==> src/rtl/adc_ctrl_pkg.sv <==
// Shared types for the ADC interface controller.
package adc_ctrl_pkg;
    // Conversion sequencer states
    typedef enum logic [2:0] {
        ST_IDLE,
        ST_PULSE,
        ST_WAIT_HI,
        ST_WAIT_LO,
        ST_SETTLE
    } conv_state_t;
endpackage

==> src/rtl/adc_eoc_sync.sv <==
// Two-flop synchronizer for the asynchronous EOC line, plus falling-edge
// detection on the synchronized level. Assumes EOC pulses last several cycles.
module adc_eoc_sync (
    input  logic clk,
    input  logic rst_n,
    input  logic eoc_async,
    output logic eoc_lvl,
    output logic eoc_fall
);
    logic meta_q, sync_q, prev_q;

    // Two-stage resynchronization, then one delay stage for edge detection
    always_ff @(posedge clk) begin
        if (!rst_n) begin
            meta_q <= 1'b0;
            sync_q <= 1'b0;
            prev_q <= 1'b0;
        end else begin
            meta_q <= eoc_async;
            sync_q <= meta_q;
            prev_q <= sync_q;
        end
    end

    assign eoc_lvl  = sync_q;
    assign eoc_fall = prev_q & ~sync_q;
endmodule

==> src/rtl/adc_rate_timer.sv <==
// Free-running sample-rate divider. Gives a one-cycle tick once per effective
// period, which is the programmed period clamped up to MIN_PERIOD.
module adc_rate_timer #(
    parameter int CNT_W      = 16,
    parameter int MIN_PERIOD = 32
) (
    input  logic             clk,
    input  logic             rst_n,
    input  logic             run,
    input  logic [CNT_W-1:0] cfg_period,
    output logic             tick
);
    localparam logic [CNT_W-1:0] MIN_P = CNT_W'(MIN_PERIOD);

    logic [CNT_W-1:0] eff_period;
    logic [CNT_W-1:0] cnt_q;

    // Clamp the requested period to the minimum conversion time
    always_comb eff_period = (cfg_period < MIN_P) ? MIN_P : cfg_period;

    assign tick = run && (cnt_q == eff_period - 1'b1);

    // Count cycles within the period; hold at zero while stopped
    always_ff @(posedge clk) begin
        if (!rst_n || !run) cnt_q <= '0;
        else if (tick)      cnt_q <= '0;
        else                cnt_q <= cnt_q + 1'b1;
    end
endmodule

==> src/rtl/adc_conv_seq.sv <==
// Conversion sequencer: start pulse, EOC high/low wait with timeouts,
// output-enable settle window, capture strobe, and warmup discard.
// Assumes configuration is steady while run is high.
module adc_conv_seq
    import adc_ctrl_pkg::*;
#(
    parameter int CNT_W     = 16,
    parameter int WARM_W    = 8,
    parameter int MIN_PULSE = 5
) (
    input  logic              clk,
    input  logic              rst_n,
    input  logic              run,
    input  logic              tick,
    input  logic              eoc_lvl,
    input  logic              eoc_fall,
    input  logic [CNT_W-1:0]  cfg_pulse_w,
    input  logic [CNT_W-1:0]  cfg_settle,
    input  logic [CNT_W-1:0]  cfg_rise_to,
    input  logic [CNT_W-1:0]  cfg_fall_to,
    input  logic [WARM_W-1:0] cfg_warmup,
    output logic              adc_start,
    output logic              adc_oe_n,
    output logic              cap_stb,
    output logic              err_timeout
);
    localparam logic [CNT_W-1:0] MIN_PW = CNT_W'(MIN_PULSE);

    conv_state_t      state_q;
    logic [CNT_W-1:0] cnt_q;
    logic [CNT_W-1:0] eff_pw, eff_settle;
    logic [WARM_W-1:0] warm_q;
    logic             pend_q, go, settle_end, warm_done;

    // Effective pulse width and settle length after clamping
    always_comb begin
        eff_pw     = (cfg_pulse_w < MIN_PW) ? MIN_PW : cfg_pulse_w;
        eff_settle = (cfg_settle == '0) ? CNT_W'(1) : cfg_settle;
    end

    assign go         = (state_q == ST_IDLE) && run && pend_q && !eoc_lvl;
    assign settle_end = (state_q == ST_SETTLE) && (cnt_q == eff_settle - 1'b1);
    assign warm_done  = (warm_q >= cfg_warmup);
    assign cap_stb    = settle_end && warm_done;

    // Remember a requested sample until a start can be issued
    always_ff @(posedge clk) begin
        if (!rst_n || !run) pend_q <= 1'b0;
        else if (tick)      pend_q <= 1'b1;
        else if (go)        pend_q <= 1'b0;
    end

    // Count completed conversions until warmup has passed
    always_ff @(posedge clk) begin
        if (!rst_n)                       warm_q <= '0;
        else if (settle_end && !warm_done) warm_q <= warm_q + 1'b1;
    end

    // Main sequencer with its step counter and output drives
    always_ff @(posedge clk) begin
        if (!rst_n) begin
            state_q     <= ST_IDLE;
            cnt_q       <= '0;
            adc_start   <= 1'b0;
            adc_oe_n    <= 1'b1;
            err_timeout <= 1'b0;
        end else begin
            case (state_q)
                ST_IDLE: begin
                    if (go) begin
                        state_q   <= ST_PULSE;
                        adc_start <= 1'b1;
                        cnt_q     <= '0;
                    end
                end
                ST_PULSE: begin
                    if (cnt_q == eff_pw - 1'b1) begin
                        state_q   <= ST_WAIT_HI;
                        adc_start <= 1'b0;
                        cnt_q     <= '0;
                    end else begin
                        cnt_q <= cnt_q + 1'b1;
                    end
                end
                ST_WAIT_HI: begin
                    if (eoc_lvl) begin
                        state_q <= ST_WAIT_LO;
                        cnt_q   <= '0;
                    end else if (cnt_q >= cfg_rise_to) begin
                        state_q     <= ST_IDLE;
                        err_timeout <= 1'b1;
                    end else begin
                        cnt_q <= cnt_q + 1'b1;
                    end
                end
                ST_WAIT_LO: begin
                    if (eoc_fall) begin
                        state_q  <= ST_SETTLE;
                        adc_oe_n <= 1'b0;
                        cnt_q    <= '0;
                    end else if (cnt_q >= cfg_fall_to) begin
                        state_q     <= ST_IDLE;
                        err_timeout <= 1'b1;
                    end else begin
                        cnt_q <= cnt_q + 1'b1;
                    end
                end
                ST_SETTLE: begin
                    if (settle_end) begin
                        state_q  <= ST_IDLE;
                        adc_oe_n <= 1'b1;
                    end else begin
                        cnt_q <= cnt_q + 1'b1;
                    end
                end
                default: state_q <= ST_IDLE;
            endcase
        end
    end
endmodule

==> src/rtl/adc_out_stage.sv <==
// Output register: offset binary to two's complement, valid/ready holding,
// and a saturating overrun counter for samples dropped under back-pressure.
module adc_out_stage #(
    parameter int DATA_W = 12,
    parameter int OVR_W  = 8
) (
    input  logic              clk,
    input  logic              rst_n,
    input  logic              cap_stb,
    input  logic [DATA_W-1:0] adc_data,
    input  logic              out_ready,
    output logic              out_valid,
    output logic [DATA_W-1:0] out_data,
    output logic [OVR_W-1:0]  overrun_cnt
);
    logic blocked;
    assign blocked = out_valid && !out_ready;

    // Load a new word, or drop it and count when the held word is stalled
    always_ff @(posedge clk) begin
        if (!rst_n) begin
            out_valid   <= 1'b0;
            out_data    <= '0;
            overrun_cnt <= '0;
        end else if (cap_stb && blocked) begin
            if (overrun_cnt != '1) overrun_cnt <= overrun_cnt + 1'b1;
        end else if (cap_stb) begin
            out_valid <= 1'b1;
            out_data  <= {~adc_data[DATA_W-1], adc_data[DATA_W-2:0]};
        end else if (out_valid && out_ready) begin
            out_valid <= 1'b0;
        end
    end
endmodule

==> src/rtl/adc_sampler_ctrl.sv <==
// Top: parallel sampling ADC interface controller. Ties the EOC synchronizer,
// rate timer, conversion sequencer and output stage together.
module adc_sampler_ctrl #(
    parameter int DATA_W     = 12,
    parameter int CNT_W      = 16,
    parameter int WARM_W     = 8,
    parameter int OVR_W      = 8,
    parameter int MIN_PULSE  = 5,
    parameter int MIN_PERIOD = 32
) (
    input  logic              clk,
    input  logic              rst_n,
    input  logic              run,
    input  logic [CNT_W-1:0]  cfg_period,
    input  logic [CNT_W-1:0]  cfg_pulse_w,
    input  logic [CNT_W-1:0]  cfg_settle,
    input  logic [CNT_W-1:0]  cfg_rise_to,
    input  logic [CNT_W-1:0]  cfg_fall_to,
    input  logic [WARM_W-1:0] cfg_warmup,
    output logic              adc_start,
    input  logic              adc_eoc,
    output logic              adc_oe_n,
    input  logic [DATA_W-1:0] adc_data,
    output logic              out_valid,
    input  logic              out_ready,
    output logic [DATA_W-1:0] out_data,
    output logic [OVR_W-1:0]  overrun_cnt,
    output logic              err_timeout
);
    logic eoc_q, eoc_fall, tick, cap_stb;

    adc_eoc_sync u_sync (
        .clk(clk), .rst_n(rst_n), .eoc_async(adc_eoc),
        .eoc_lvl(eoc_q), .eoc_fall(eoc_fall)
    );

    adc_rate_timer #(.CNT_W(CNT_W), .MIN_PERIOD(MIN_PERIOD)) u_rate (
        .clk(clk), .rst_n(rst_n), .run(run), .cfg_period(cfg_period), .tick(tick)
    );

    adc_conv_seq #(.CNT_W(CNT_W), .WARM_W(WARM_W), .MIN_PULSE(MIN_PULSE)) u_seq (
        .clk(clk), .rst_n(rst_n), .run(run), .tick(tick),
        .eoc_lvl(eoc_q), .eoc_fall(eoc_fall),
        .cfg_pulse_w(cfg_pulse_w), .cfg_settle(cfg_settle),
        .cfg_rise_to(cfg_rise_to), .cfg_fall_to(cfg_fall_to),
        .cfg_warmup(cfg_warmup),
        .adc_start(adc_start), .adc_oe_n(adc_oe_n),
        .cap_stb(cap_stb), .err_timeout(err_timeout)
    );

    adc_out_stage #(.DATA_W(DATA_W), .OVR_W(OVR_W)) u_out (
        .clk(clk), .rst_n(rst_n), .cap_stb(cap_stb), .adc_data(adc_data),
        .out_ready(out_ready), .out_valid(out_valid), .out_data(out_data),
        .overrun_cnt(overrun_cnt)
    );
endmodule

==> config.mk <==
export PLATFORM = sky130hd
export DESIGN_NAME = adc_sampler_ctrl
export DESIGN_NICKNAME = d
export VERILOG_FILES = /design/src/rtl/adc_ctrl_pkg.sv /design/src/rtl/adc_eoc_sync.sv /design/src/rtl/adc_rate_timer.sv /design/src/rtl/adc_conv_seq.sv /design/src/rtl/adc_out_stage.sv /design/src/rtl/adc_sampler_ctrl.sv
export SDC_FILE = /design/constraint.sdc
export NUM_CORES = 1
export LEC_CHECK = 0
export BUFFER_PORTS_ARGS = -buffer_cell sky130_fd_sc_hd__buf_2
export CORE_ASPECT_RATIO = 1.25
export CORE_MARGIN = 2
export CORE_UTILIZATION = 25
export DETAILED_ROUTE_END_ITERATION = 7
export PLACE_DENSITY = 0.4
export SKIP_LAST_GASP = 1
export SYNTH_ARGS = -nofsm -noshare
export SYNTH_HDL_FRONTEND = slang
export SYNTH_SLANG_ARGS = --single-unit
==> constraint.sdc <==
create_clock -name clk -period 9.7 [get_ports clk]
set_input_delay 1.455 -clock clk [delete_from_list [all_inputs] [get_ports clk]]
set_output_delay 1.455 -clock clk [all_outputs]
set_load 0.02 [all_outputs]
Word level (Yosys, flattened, before mapping)
Cells that the tools add are included.
W data, S select, Z words.

operators by class
  add/sub/neg operators = 7
  multiply operators = 0
  divide/modulo/power cells = 0
  $lt $le $gt $ge = 5
  equality and inequality tests = 21
  shift-type cells = 0
  muxes and demuxes = 34
  bitwise logic cells = 4
  reductions and logical operators = 33

operators with widths
  operator                 count
  $mux W16                 10
  $pmux W16 S5             1
  $eq A16 B16 Y1           3
  $sub A16 B1 Y16 const B  3
  $add A16 B1 Y16 const B  2
  $ge A16 B16 Y1           2
  $mux W3                  7
  $add A8 B1 Y8 const B    2
  $logic_not A16 Y1        1
  $lt A16 B3 Y1 const B    1
  $lt A16 B6 Y1 const B    1
  $pmux W3 S5              1
  $reduce_and A5 Y1        3
  $mux W1                  12
  $logic_and A1 B1 Y1      10
  $ne A2 B1 Y1 const B     5
  $reduce_bool A2 Y1       5
  $ge A8 B8 Y1             1
  $ne A2 B2 Y1 const B     4
  $ne A8 B8 Y1 const B     1
  $eq A3 B2 Y1 const B     2
  $ne A3 B2 Y1 const B     2
  $ne A3 B3 Y1 const B     2
  $pmux W1 S2              3
  other kinds (11)         20

word-level totals
  flip-flop bits (word level) = 71
  latch bits = 0
  RAM bits = 0
  ROM bits = 0
  output and inout port bits = 24
  memories kept = 0

Logic depth before layout (Yosys ltp)
  depth in word-level cells = 9
  depth in mapped cells = 17

Modules after synthesis
A second synthesis with hierarchy kept.

unflattened totals
  cell total of the unflattened synthesis = 832
  area total of the unflattened synthesis = 6,308.6 µm²

modules (own cells, without submodules)
  module          instances  cells each  area each (µm²)  seq. area each (µm²)
  adc_conv_seq    1          557         4,052.6          620.6
  adc_rate_timer  1          169         1,342.5          320.3
  adc_out_stage   1          99          824.5            420.4
  adc_eoc_sync    1          7           88.8             60.1

Worst setup path before layout
OpenSTA, ideal clock, no wires.

  kind = input to register
  start = input cfg_pulse_w[11]
  end = register u_seq.cnt_q[2]
  arrival time = 4,951 ps
  required time = 9,576 ps
  path slack = 4,625 ps
  stages = 14
  path through = nor4_1 and4_1 clkbuf_1 a21oi_1 ha_1 xnor2_1 a2111oi_0 o2111ai_1 or3_1 a2111oi_0 o211ai_1 clkbuf_1 a31oi_1 o22ai_1

on the way
  cells in the longest elaborated chain, start to end = 6

ends and longest elaborated chain
  element                 line                    source
  start: declaration      adc_sampler_ctrl.sv:15  input logic [CNT_W-1:0] cfg_pulse_w,
  $lt A16 B3 Y1           adc_conv_seq.sv:37      eff_pw = (cfg_pulse_w < MIN_PW) ? MIN_PW : cfg_pulse_w;
  $mux W16 (*)            adc_conv_seq.sv:37
  $sub A16 B1 Y16 (*)     adc_conv_seq.sv:77      if (cnt_q == eff_pw - 1'b1) begin
  $eq A16 B16 Y1 (*)      adc_conv_seq.sv:77
  $mux W16 (*)            adc_conv_seq.sv:77
  $pmux W16 S5 (*)        adc_conv_seq.sv:68      case (state_q)
  end signal: assignment  adc_conv_seq.sv:82      cnt_q <= cnt_q + 1'b1;
  end signal: assignment  adc_conv_seq.sv:93      cnt_q <= cnt_q + 1'b1;
  end signal: assignment  adc_conv_seq.sv:105     cnt_q <= cnt_q + 1'b1;
  end: declaration        adc_conv_seq.sv:30      logic [CNT_W-1:0] cnt_q;

Mark *: on every way between the ends. The rest lies on a longest branch, timed or not.
A chain may end at the register's enable or synchronous reset.

Final worst setup path
  start = input cfg_pulse_w[11]
  end = register u_seq.cnt_q[1]

Same word-level chain as after synthesis.

==> results.md <==
- Status: finished clean
- Max Slew Vio Count: 0
- Hold WC Path Type: reg2reg
- Commonest non-fill, non-tap cell in the layout: buf_2
- Simple-gate portion of the synthesized area: between 20% and 30%
- Final Hold Fails: 0
- Worst-path fanout max: 15
- Post-synthesis adder-cell area fraction: approximately 10%
- Share of cells above drive strength 1: 17.6%
- Initial antenna violation count: 0
- Buffers on Ports: 128
- Seq cells post-synth: 71
- R2R setup slack: 5.53 ns
- Commonest non-fill, non-tap cells in the layout: buf_2, dfxtp_1, nor2_1, nand2_1, inv_1
- Slew headroom: roughly 20%
- # nets final: 1040
- Sequential area share after synthesis: 24.2%
- Clock latency on the worst-skew pair: 0.35 ns
- Async SR Flop Fraction: 0%
- Worst VDD drop: 73.0 uV
- Setup violators final: 0
- Critical path endpoint category: register
- GP Congestion: 0.820
- Total number of vias: 5800
- Layout Skew: roughly 0.011 ns
- Compound-cell area share of the yosys netlist: 18.0%
- Worst hold path cell count: 1
- Starting DRC count in detailed routing: 230
- Row count: 62
- Clock sinks: between 70 and 80
- Mean Syn Cell Area: between 7 and 8 um2
- Mapped Area: 5880 um2
- Area leader, netlist: dfxtp_1
- Wirelength per Cell: 15.4 um
- Vias/cell: 4.91
- Synth top area share: 24.2%
- Worst EP arrival: approximately 6.5 ns
- Global route total overflow: 0
- Hold Startpoint: u_sync.meta_q
- # diodes: 0
- Drt first pass iters: 4
- Final critical-path share of the clock period: 63.9%
- Placed wire-length estimate: 14300 um
- Distinct cell type count after synthesis: 69
- Largest net degree at the start of global routing: 57
- Vias in the first global route: approximately 5900
- Number of setup buffers added after CTS: 0
- R2R cell count: 9
- Synth Instances: between 700 and 800
- Main combinational cell family by area after synthesis: simple AND/OR/NAND/NOR gates
- Commonest register cell after synthesis: dfxtp_1
- Overall die height: between 150 and 200 um
- Initial core utilization: around 26%
- Synthesized net count: 937
- Top cells by area, synth: dfxtp_1, ha_1, xnor2_1, xor2_1, nand2_1
- # DRC: 0
- XOR/XNOR Fraction of Synth Area: 11.3%
- Clk root buf: clkbuf_16
- RSZ-0062 raised after global routing: false
- Pleak: approximately 3 nW
- MaxCap Viol Count: 0
- Reg2reg start: u_seq.cnt_q[4]
- Overall routing resource usage: 14.9%
- Post-DRT Antenna Nets: 0
- Tot Pwr: 747 uW
- First-pass GRT wire length: 29600 um
- Clock transition at path regs: around 0.07 ns
- Layout area overhead: 19.9%
- PostCTS Resize Cnt: 0
- CTS Hold Bufs: 0
- # IOs: 129
- Min Tclk post-route: 6.20 ns
- Core box area: 23000 um2
- Htree depth: 3
- TritonCTS Buffers: 9
- Count of flip-flops with a built-in enable after synthesis: 0
- Startpoint types: input pin
- Worst-Margin Slew: 1.17 ns
- Fmax: 161 MHz
- CTS Buffer Depth: 2
- WHS Endpoint: u_sync.eoc_lvl
- CTS tree: yes
- CP required: 9.94 ns
- TNS Setup: 0 ns
- Die Footprint: about 25000 um2
- Routed WL: 18200 um
- Worst R2R End: u_seq.cnt_q[1]
- PwrDens: around 110 nW/um2
- Die Span X: 141 um
- Mux cell area share after synthesis: 1.40%
- Total number of yosys warnings: 0
- Kind of critical path: in2reg
- Hold_ws: 0.434 ns
[synthesized netlist by cell type (7+ instances only)]
cell type  count
a21oi_1       35
a31oi_1       16
and2_1         7
and3_1        12
clkbuf_1      30
dfxtp_1       71
ha_1          47
inv_1         67
nand2_1       69
nand2b_1       7
nand3_1       43
nand4_1       12
nor2_1        69
nor2b_1        7
nor3_1        23
nor4_1        16
o211ai_1      11
o21ai_0       37
or3_1         14
or4_1         15
xnor2_1       43
xor2_1        30
[critical path: stages]
cell       delay [ns]
buf_2            0.12
nor4_1           0.63
nand4_1          0.28
o21ai_0          0.23
ha_1             0.22
nor3b_1          0.35
xor2_1           0.12
nor3_1           0.18
o2111ai_1        0.13
or3_1            0.37
a2111oi_0        0.98
o211ai_1         0.67
and2_1           0.45
a22o_1           0.24
[per-stage QoR]
stage               cell area [um2]  std cells  util (%)  setup WS, ns
global placement               6730       1165      29.2          3.40
global route                   7050       1181      30.6          3.09
floorplan                      5880        785         -          4.63
detailed placement             6730       1165      29.2          3.19
CTS                            7050       1181      30.6          3.55
finish                         7050       1181      30.6          3.50
[final cells by class]
type | instances | area [um2]
fillers | 2537 | 16000
multi-input cells | 611 | 4060
flip-flops and latches | 71 | 1420
repair buffers | 128 | 641
well taps | 288 | 360
clock buffers | 11 | 253
inverters | 67 | 251
clock inverters | 5 | 63.8
[cells by family (layout without fill, tap and decap cells)]
family,after synthesis,in the layout
AOI/OAI and AO/OA,160,160
buffers and inverters,103,211
and+or+nand+nor,322,322
DFF,71,71
adders and majority gates,47,47
xor gates and xnor gates,74,74
muxes,8,8
[sequential cells by signal, summed over array words and instances, names as in the netlist]
signal and cells:
u_sync.prev_q 1, u_seq.adc_oe_n 1, u_out.out_valid 1, u_seq.err_timeout 1, u_seq.pend_q 1, u_seq.state_q 3
u_rate.cnt_q 16, u_seq.cnt_q 16, u_out.out_data 12, u_sync.meta_q 1, u_seq.adc_start 1, u_sync.eoc_lvl 1
u_seq.warm_q 8, u_out.overrun_cnt 8
[layer usage]
metal  GRT usage (%)  up-vias  part of all wire [%]
li1                -     3015                     -
met1            17.0     2655                    43
met2            27.6      111                    52
met3            2.48       19                   3.5
met4            5.17        0                   1.6
met5               0        -                     0
[power by group]
| group | switching, mW | internal [mW] | total, mW |
|---|---|---|---|
| sequential | 0.00120 | 0.292 | 0.294 |
| combinational | 0.0529 | 0.0412 | 0.0941 |
| clock | 0.143 | 0.216 | 0.359 |
| total | 0.198 | 0.549 | 0.747 |
[worst max-delay path by stage]
| stage | startpoint | end | slack, ns |
|---|---|---|---|
| 4_1_cts | cfg_pulse_w[11] | u_seq.cnt_q[1] | 3.55 |
| 2_1_floorplan | cfg_pulse_w[11] | u_seq.cnt_q[2] | 4.63 |
| 3_5_place_dp | cfg_pulse_w[11] | u_seq.cnt_q[1] | 3.19 |
| 3_3_place_gp | cfg_pulse_w[11] | u_seq.cnt_q[1] | 3.40 |
| 6_report | cfg_pulse_w[11] | u_seq.cnt_q[1] | 3.50 |
| 5_1_grt | cfg_pulse_w[11] | u_seq.cnt_q[1] | 3.09 |
Power figures use the tool's default switching activity.
